## config.mk

```make
export PLATFORM = sky130hd
export DESIGN_NAME = synth_loop_core
export DESIGN_NICKNAME = d
export VERILOG_FILES = /design/src/rtl/synth_loop_pkg.sv /design/src/rtl/synth_div.sv /design/src/rtl/synth_datapath.sv /design/src/rtl/synth_control.sv /design/src/rtl/synth_loop_core.sv
export SDC_FILE = /design/constraint.sdc
export NUM_CORES = 1
export LEC_CHECK = 0
export BUFFER_PORTS_ARGS = -buffer_cell sky130_fd_sc_hd__buf_4
export CORE_MARGIN = 2
export CORE_UTILIZATION = 25
export CTS_BUF_LIST = sky130_fd_sc_hd__clkbuf_8
export DETAILED_ROUTE_END_ITERATION = 12
export PLACE_DENSITY = 0.49
export SLEW_MARGIN = 20
export SYNTH_ARGS = -nofsm -noshare
export SYNTH_HDL_FRONTEND = slang
export SYNTH_SLANG_ARGS = --single-unit
```

## constraint.sdc

```tcl
create_clock -name clk -period 2.7 [get_ports clk]
set_input_delay 0.54 -clock clk [delete_from_list [all_inputs] [get_ports clk]]
set_output_delay 0.54 -clock clk [all_outputs]
set_load 0.01 [all_outputs]
```

## src/rtl/synth_loop_pkg.sv

```systemverilog
package synth_loop_pkg;
  // Strobes from control to the divider datapath.
  typedef struct packed {
    logic run;     // dividers count when set
    logic preset;  // hold counters at their start value
  } divStrobe_t;
endpackage

```

## src/rtl/synth_div.sv

```systemverilog
module synth_div
  import synth_loop_pkg::*;
#(
  parameter int W = 17,
  parameter int MIN_RATIO = 512
) (
  input  logic         clk,
  input  logic         rst_n,
  input  logic         tick,
  input  divStrobe_t   strobe,
  input  logic [W-1:0] ratio,
  output logic         edgeOut
);
  localparam logic [W-1:0] MinR = W'(MIN_RATIO);

  logic [W-1:0] cnt;
  logic [W-1:0] effRatio;
  logic [W-1:0] reloadVal;
  logic         terminal;

  // Clamp to the legal lower bound, then start value is ratio-1.
  assign effRatio  = (ratio < MinR) ? MinR : ratio;
  assign reloadVal = effRatio - W'(1);
  assign terminal  = (cnt == '0);

  always_ff @(posedge clk or negedge rst_n) begin
    if (!rst_n) begin
      cnt     <= MinR - W'(1);
      edgeOut <= 1'b0;
    end else if (strobe.preset) begin
      cnt     <= reloadVal;
      edgeOut <= 1'b0;
    end else if (strobe.run && tick) begin
      // New ratio is read only here, at terminal count.
      cnt     <= terminal ? reloadVal : cnt - W'(1);
      edgeOut <= terminal;
    end else begin
      edgeOut <= 1'b0;
    end
  end
endmodule

```

## src/rtl/synth_datapath.sv

```systemverilog
module synth_datapath
  import synth_loop_pkg::*;
#(
  parameter int MAIN_W = 17,
  parameter int MAIN_MIN = 512,
  parameter int REF_W = 14,
  parameter int REF_MIN = 2
) (
  input  logic              clk,
  input  logic              rst_n,
  input  logic              rfTick,
  input  logic              xtalTick,
  input  divStrobe_t        strobe,
  input  logic [MAIN_W-1:0] mainRatio,
  input  logic [REF_W-1:0]  refRatio,
  output logic              mainEdge,
  output logic              refEdge
);
  synth_div #(.W(MAIN_W), .MIN_RATIO(MAIN_MIN)) u_mainDiv (
    .clk(clk), .rst_n(rst_n), .tick(rfTick), .strobe(strobe),
    .ratio(mainRatio), .edgeOut(mainEdge)
  );

  synth_div #(.W(REF_W), .MIN_RATIO(REF_MIN)) u_refDiv (
    .clk(clk), .rst_n(rst_n), .tick(xtalTick), .strobe(strobe),
    .ratio(refRatio), .edgeOut(refEdge)
  );
endmodule

```

## src/rtl/synth_control.sv

```systemverilog
module synth_control
  import synth_loop_pkg::*;
(
  input  logic       clk,
  input  logic       rst_n,
  input  logic       pwrPin,
  input  logic       swPowerOn,
  input  logic       fastPin,
  input  logic       lockMask,
  input  logic       mainEdge,
  input  logic       refEdge,
  output divStrobe_t strobe,
  output logic       normPumpEn,
  output logic       pumpNormUp,
  output logic       pumpNormDn,
  output logic       pumpFastUp,
  output logic       pumpFastDn,
  output logic       lockOut
);
  logic powered;
  logic upQ, dnQ, fastGate;
  logic upNext, dnNext;

  assign powered       = pwrPin & swPowerOn;
  assign strobe.run    = powered;
  assign strobe.preset = ~powered;

  assign upNext = upQ | refEdge;
  assign dnNext = dnQ | mainEdge;

  always_ff @(posedge clk or negedge rst_n) begin
    if (!rst_n) begin
      upQ      <= 1'b0;
      dnQ      <= 1'b0;
      fastGate <= 1'b0;
    end else if (!powered) begin
      upQ      <= 1'b0;
      dnQ      <= 1'b0;
      fastGate <= 1'b0;
    end else begin
      if (upNext && dnNext) begin
        upQ <= 1'b0;
        dnQ <= 1'b0;
      end else begin
        upQ <= upNext;
        dnQ <= dnNext;
      end
      // Detector idle after this edge: safe point to follow fastPin.
      if (upNext == dnNext) fastGate <= fastPin;
    end
  end

  assign normPumpEn = powered;
  assign pumpNormUp = upQ & powered;
  assign pumpNormDn = dnQ & powered;
  assign pumpFastUp = upQ & fastGate & powered;
  assign pumpFastDn = dnQ & fastGate & powered;
  assign lockOut    = (upQ | dnQ) & powered & ~lockMask;
endmodule

```

## src/rtl/synth_loop_core.sv

```systemverilog
module synth_loop_core
  import synth_loop_pkg::*;
#(
  parameter int MAIN_W = 17,
  parameter int MAIN_MIN = 512,
  parameter int REF_W = 14,
  parameter int REF_MIN = 2
) (
  input  logic              clk,
  input  logic              rst_n,
  input  logic              rfTick,
  input  logic              xtalTick,
  input  logic              pwrPin,
  input  logic              swPowerOn,
  input  logic              fastPin,
  input  logic              lockMask,
  input  logic [MAIN_W-1:0] mainRatio,
  input  logic [REF_W-1:0]  refRatio,
  output logic              normPumpEn,
  output logic              pumpNormUp,
  output logic              pumpNormDn,
  output logic              pumpFastUp,
  output logic              pumpFastDn,
  output logic              lockOut
);
  divStrobe_t strobe;
  logic mainEdge, refEdge;

  synth_datapath #(
    .MAIN_W(MAIN_W), .MAIN_MIN(MAIN_MIN), .REF_W(REF_W), .REF_MIN(REF_MIN)
  ) u_datapath (
    .clk(clk), .rst_n(rst_n), .rfTick(rfTick), .xtalTick(xtalTick),
    .strobe(strobe), .mainRatio(mainRatio), .refRatio(refRatio),
    .mainEdge(mainEdge), .refEdge(refEdge)
  );

  synth_control u_control (
    .clk(clk), .rst_n(rst_n), .pwrPin(pwrPin), .swPowerOn(swPowerOn),
    .fastPin(fastPin), .lockMask(lockMask), .mainEdge(mainEdge),
    .refEdge(refEdge), .strobe(strobe), .normPumpEn(normPumpEn),
    .pumpNormUp(pumpNormUp), .pumpNormDn(pumpNormDn),
    .pumpFastUp(pumpFastUp), .pumpFastDn(pumpFastDn), .lockOut(lockOut)
  );
endmodule

```

Word level (Yosys, flattened, before mapping)
Cells that the tools add are included.
{"block": "classes", "magnitude_cmp": 2, "n_mux": 18, "n_reduce_logical": 5, "n_bitwise": 13, "eq_ne": 4, "addsub": 4}
{"op": "17-bit 2-to-1 mux", "n": 4}
{"op": "14-bit 2-to-1 mux", "n": 4}
{"op": "17-bit by 1-bit subtractor with 17-bit output (second input constant)", "n": 2}
{"op": "14-bit by 1-bit subtractor with 14-bit output (second input constant)", "n": 2}
{"op": "17-bit logical NOT", "n": 1}
{"op": "17-bit by 10-bit < comparator with 1-bit output (second input constant)", "n": 1}
{"op": "14-bit logical NOT", "n": 1}
{"op": "14-bit by 2-bit < comparator with 1-bit output (second input constant)", "n": 1}
{"op": "1-bit 2-to-1 mux", "n": 10}
{"op": "1-bit AND", "n": 9}
{"op": "2-bit != test (second input constant)", "n": 3}
{"op": "1-bit logical AND", "n": 3}
{"op": "1-bit bitwise OR", "n": 3}
{"op": "1-bit == test", "n": 1}
{"op": "1-bit NOT", "n": 1}
{"block": "totals", "register_bits": 36, "wordCells": 53}

Logic depth before layout (Yosys ltp)
{"block": "depth", "ltp_word": 6, "mapped_depth": 9, "depth_no_buf": 9}

By module
From an unflattened synthesis, not the netlist that was laid out.
{"block": "hier_totals", "cells_unflattened": 360, "hier_area_um2": 3002.9}
{"module": "synth_div at u_datapath.u_mainDiv", "area_each_um2": 1521.5, "cells_per_inst": 185, "n_inst": 1}
{"module": "synth_div at u_datapath.u_refDiv", "area_each_um2": 1283.7, "cells_per_inst": 153, "n_inst": 1}
{"module": "synth_control", "area_each_um2": 197.7, "cells_per_inst": 22, "n_inst": 1}

Least setup slack after synthesis
OpenSTA, ideal clock, no wires.
{"block": "synth_path", "path_type": "input port to flip-flop", "start": "in refRatio[10]", "end": "reg u_datapath.u_refDiv.cnt[10]", "slack_ns": 0.372, "setup_ns": 0.149, "path_stages": 9, "t_arrival_ns": 2.179, "path_cell_list": "nor4_1 nand4_1 nand2_1 ha_1 nor2b_1 nand2_1 nor4_1 xnor2_1 a22oi_1"}
{"block": "synth_between", "elab_chain_cells": 6}
{"item": "from (decl)", "line_no": "synth_loop_core.sv:18", "rtl": "input logic [REF_W-1:0] refRatio,"}
{"item": "14-bit by 2-bit < comparator with 1-bit output", "line_no": "synth_div.sv:22", "rtl": "assign effRatio = (ratio < MinR) ? MinR : ratio;"}
{"item": "14-bit 2-to-1 mux (*)", "line_no": "synth_div.sv:22"}
{"item": "14-bit by 1-bit subtractor with 14-bit output (*)", "line_no": "synth_div.sv:23", "rtl": "assign reloadVal = effRatio - W'(1);"}
{"item": "14-bit 2-to-1 mux", "line_no": "synth_div.sv:35", "rtl": "cnt <= terminal ? reloadVal : cnt - W'(1);"}
{"item": "14-bit 2-to-1 mux", "line_no": "synth_div.sv:33", "rtl": "end else if (strobe.run && tick) begin"}
{"item": "14-bit 2-to-1 mux (*)", "line_no": "synth_div.sv:30", "rtl": "end else if (strobe.preset) begin"}
{"item": "to (signal assigned)", "line_no": "synth_div.sv:28", "rtl": "cnt <= MinR - W'(1);"}
{"item": "to (signal assigned)", "line_no": "synth_div.sv:31", "rtl": "cnt <= reloadVal;"}
{"item": "to (signal assigned)", "line_no": "synth_div.sv:35"}
{"item": "to (decl)", "line_no": "synth_div.sv:16", "rtl": "logic [W-1:0] cnt;"}
Mark *: on every way between the ends. The rest lies on a longest branch, timed or not. The select of a mux whose other input is x is not followed.
A chain may end at the register's enable or synchronous reset.

Worst setup path in the final report
{"block": "layout_path", "start": "reg u_datapath.u_mainDiv.cnt[2]", "end": "reg u_datapath.u_mainDiv.cnt[13]"}
{"block": "layout_between", "elab_chain_cells": 4, "word_cells_on_any_way": 5, "classes_between": "add/sub: 1; mux: 3; reduce/logical: 1"}
{"item": "from (decl)", "line_no": "synth_div.sv:16"}
{"item": "from (signal assigned)", "line_no": "synth_div.sv:28"}
{"item": "from (signal assigned)", "line_no": "synth_div.sv:31"}
{"item": "from (signal assigned)", "line_no": "synth_div.sv:35"}
{"item": "17-bit by 1-bit subtractor with 17-bit output / 17-bit logical NOT (equally long branches)", "line_no": "synth_div.sv:35, synth_div.sv:24"}
{"item": "17-bit 2-to-1 mux (*)", "line_no": "synth_div.sv:35"}
{"item": "17-bit 2-to-1 mux (*)", "line_no": "synth_div.sv:33"}
{"item": "17-bit 2-to-1 mux (*)", "line_no": "synth_div.sv:30"}
Marked as above.

==> out/metrics.cfg <==
[die]
initial_core_util_pct = 25.3
dieArea_mm2 = 0.0117
die_h_um = 108
die_w_um = 108
fp.coreArea_mm2 = 0.0107
pin_count = 45
rows = 38

[placement]
numPlacedInstances = 506
place_hpwl_um = 5500
gp_congestion = 0.803
portBuffers = 44

[logic_synthesis]
synth_cells = 322
synth_area_mm2 = 0.00272
synth_flop_cell = dfrtp_1
avgSynthCellArea_um2 = 8.46
synth_compound_area_share_pct = 20.7
synth_edf_count = 0
synth-xor-area-share_pct = 7.08
synth-seq-cells = 36
synth.net_count = 367
synth_top_family_by_area = simple AND/OR/NAND/NOR gates
yosysSeqAreaShare_pct = 33.5
yosysUniqueCellTypes = 60
synth-async-reset-ratio_pct = 100
synth_adder_area_share_pct = 2.76
synthMuxAreaShare_pct = 1.88
ys_warn_count = 0
synth-simple-area-share_pct = 30.7

[final_layout]
drive_gt1_share_pct = 23.5
num_antenna_cells = 0
multi_input_area_mm2 = 0.00172
mostFrequentLayoutCells = 55 x buf_4, 33 x nor3_1, 26 x dfrtp_1
n_fill_cell = 1177
synthToLayoutAreaGrowth_pct = 23.7
fin_cells = 514
layout.nets = 418
seq_area_um2 = 913
final_common_cell = buf_4

[timing]
hold_viol = 0
min_period_over_period_pct = 85.6
rsz0062_at_grt = false
maxSlewViolCount = 0
worst_pin_slew_ns = 0.595
max_slew_margin_pct = 60.0
setup_viol = 0
min_period_ns = 2.31
fmax_ghz = 0.433
tns_ns = 0
clock_skew_ns = 0.0113

[global_route]
grt_start_max_net_pins = 37
grt_pass1_vias = 2378
grt_pass1_wl_um = 11700
grt-ovfl-total = 0
antenna_found_initial = 0
grt.total_usage_pct = 12.5

[critical_path]
r2r_start = u_datapath.u_mainDiv.cnt[2]
worstSetupStartpoint = u_datapath.u_mainDiv.cnt[2]
cp_max_fo = 9
setup.worst_path.start_class = flop
rrSetupSlack_ns = 0.39
cp.required_ns = 2.86
end_kind = flop
cpMaxStageDelayCell = or4_4
worstPathCellList = or4_4, nor4_4, nand3_2, a32oi_1, o22ai_1
worstPathArrival_ns = 2.47
critPathKind = reg -> reg
crit_end = u_datapath.u_mainDiv.cnt[13]
worst_r2r_path_depth = 5
r2r-end = u_datapath.u_mainDiv.cnt[13]
cp_slowest_stage_delay_ns = 0.59

[power]
power_mw = 1.42
power.density_mw_per_mm2 = 422
p_leak_nw = 1.30
irDropWorstVdd_v = 0.000289

[drt]
wl_um = 7180
ant_nets = 0
detail_route.wl_per_cell_um = 14.0
via_per_inst = 5.13
post-route-drc-count = 0
initialDrtViolationCount = 183
vias = 2635
drt_first_pass_iters = 4

[cts]
clk_path_buf_depth = 2
post_cts_resized = 0
cts_hold_buf = 0
insertion_delay_ns = 0.29
htree_levels = 2
clockRootBuffer = clkbuf_8
post_cts_buffers = 0
clock-sinks = 36
tritoncts = yes
path_clk_slew_ns = 0.08
numCtsBuffers = 5

[run_status]
outcome = finished clean

[run]
maxCapViolCount = 0

[hold_path]
min_path_type = in -> async

[registers in the layout, summed over array words and instances (netlist names)]
signal	cells
u_control.dnQ	1
u_control.fastGate	1
u_control.upQ	1
u_datapath.u_mainDiv.cnt	17
u_datapath.u_mainDiv.edgeOut	1
u_datapath.u_refDiv.cnt	14
u_datapath.u_refDiv.edgeOut	1
[synthesized netlist by cell type (3+ instances only)]
cell	n	area share, %
nor3_1	33	6.1
dfrtp_1	26	24
nand2_1	23	3.2
nor2_1	22	3.0
o22ai_1	16	3.7
a21oi_1	13	2.4
xnor2_1	13	4.2
o21ai_0	12	2.2
inv_1	11	1.5
or3_1	11	2.5
dfstp_2	10	9.7
nor4_1	10	2.3
or4_1	9	2.5
xor2_1	9	2.9
a22oi_1	8	2.2
clkbuf_1	8	1.1
and3_1	6	1.4
ha_1	6	2.8
nand3_1	6	1.1
mux2i_1	4	1.5
nor2b_1	4	0.92
o211ai_1	4	1.1
o311ai_0	4	1.3
or2_2	4	0.92
a311oi_1	3	0.97
a31oi_1	3	0.69
nand3b_1	3	0.83
[metal layers]
| metal | GRT usage (%) | share of wire (%) | up-vias | wire length [um] |
|---|---|---|---|---|
| met4 | 2.20 | 0.46 | 0 | 33 |
| met5 | 0 | 0 | - | 0 |
| met1 | 17.8 | 51 | 1264 | 3650 |
| met2 | 19.8 | 46 | 25 | 3310 |
| met3 | 2.47 | 2.4 | 2 | 175 |
| li1 | - | - | 1344 | - |
[per-stage QoR]
| step | setup WS [ns] | area, um2 | util [%] | hold WS (ns) |
|---|---|---|---|---|
| floorplan | 0.372 | 2720 | - | 0.244 |
| global placement | 0.243 | 3260 | 30.3 | 0.534 |
| detailed placement | 0.162 | 3260 | 30.3 | 0.541 |
| CTS | 0.390 | 3370 | 31.3 | 0.222 |
| global route | 0.165 | 3370 | 31.3 | 0.234 |
| finish | 0.389 | 3370 | 31.3 | 0.203 |
[where the power goes]
group / internal, mW / switching, mW / total (mW)
combinational: 0.139 / 0.156 / 0.296
clock: 0.271 / 0.201 / 0.472
sequential: 0.599 / 0.0542 / 0.653
[area by class of cell]
class,instances,area share [%]
multi-input combinational,264,51.0
sequential,36,27.1
clock buffer,5,2.04
clock inverter,3,1.15
inverter,11,1.23
tap,140,5.20
timing repair buffer,55,12.3
[worst max-delay path, delay by kind of cell, from the launching register on]
| family | cells | cell delay (ns) |
|---|---|---|
| AND/OR/NAND/NOR | 3 | 1.38 |
| flip-flops | 1 | 0.40 |
| AO/OA/AOI/OAI | 2 | 0.40 |
[kinds of logic after synthesis]
| family | Yosys count |
|---|---|
| buffers and inverters | 22 |
| multiplexers | 5 |
| adder cells (fa/ha/maj) | 6 |
| flip-flops | 36 |
| AO/OA/AOI/OAI | 83 |
| AND/OR/NAND/NOR | 148 |
| XOR/XNOR | 22 |
[how the worst min path moves through the flow]
stage	endpoint	slack, ns	depth (start not counted)
global route	u_datapath.u_refDiv.cnt[12]	0.23	1
floorplan	u_control.dnQ	0.24	0
global placement	u_control.fastGate	0.53	2
finish	u_datapath.u_refDiv.cnt[11]	0.20	1
CTS	u_datapath.u_refDiv.cnt[12]	0.22	1
detailed placement	u_datapath.u_refDiv.cnt[12]	0.54	1
Note: power is estimated with default switching activity, not from simulation.
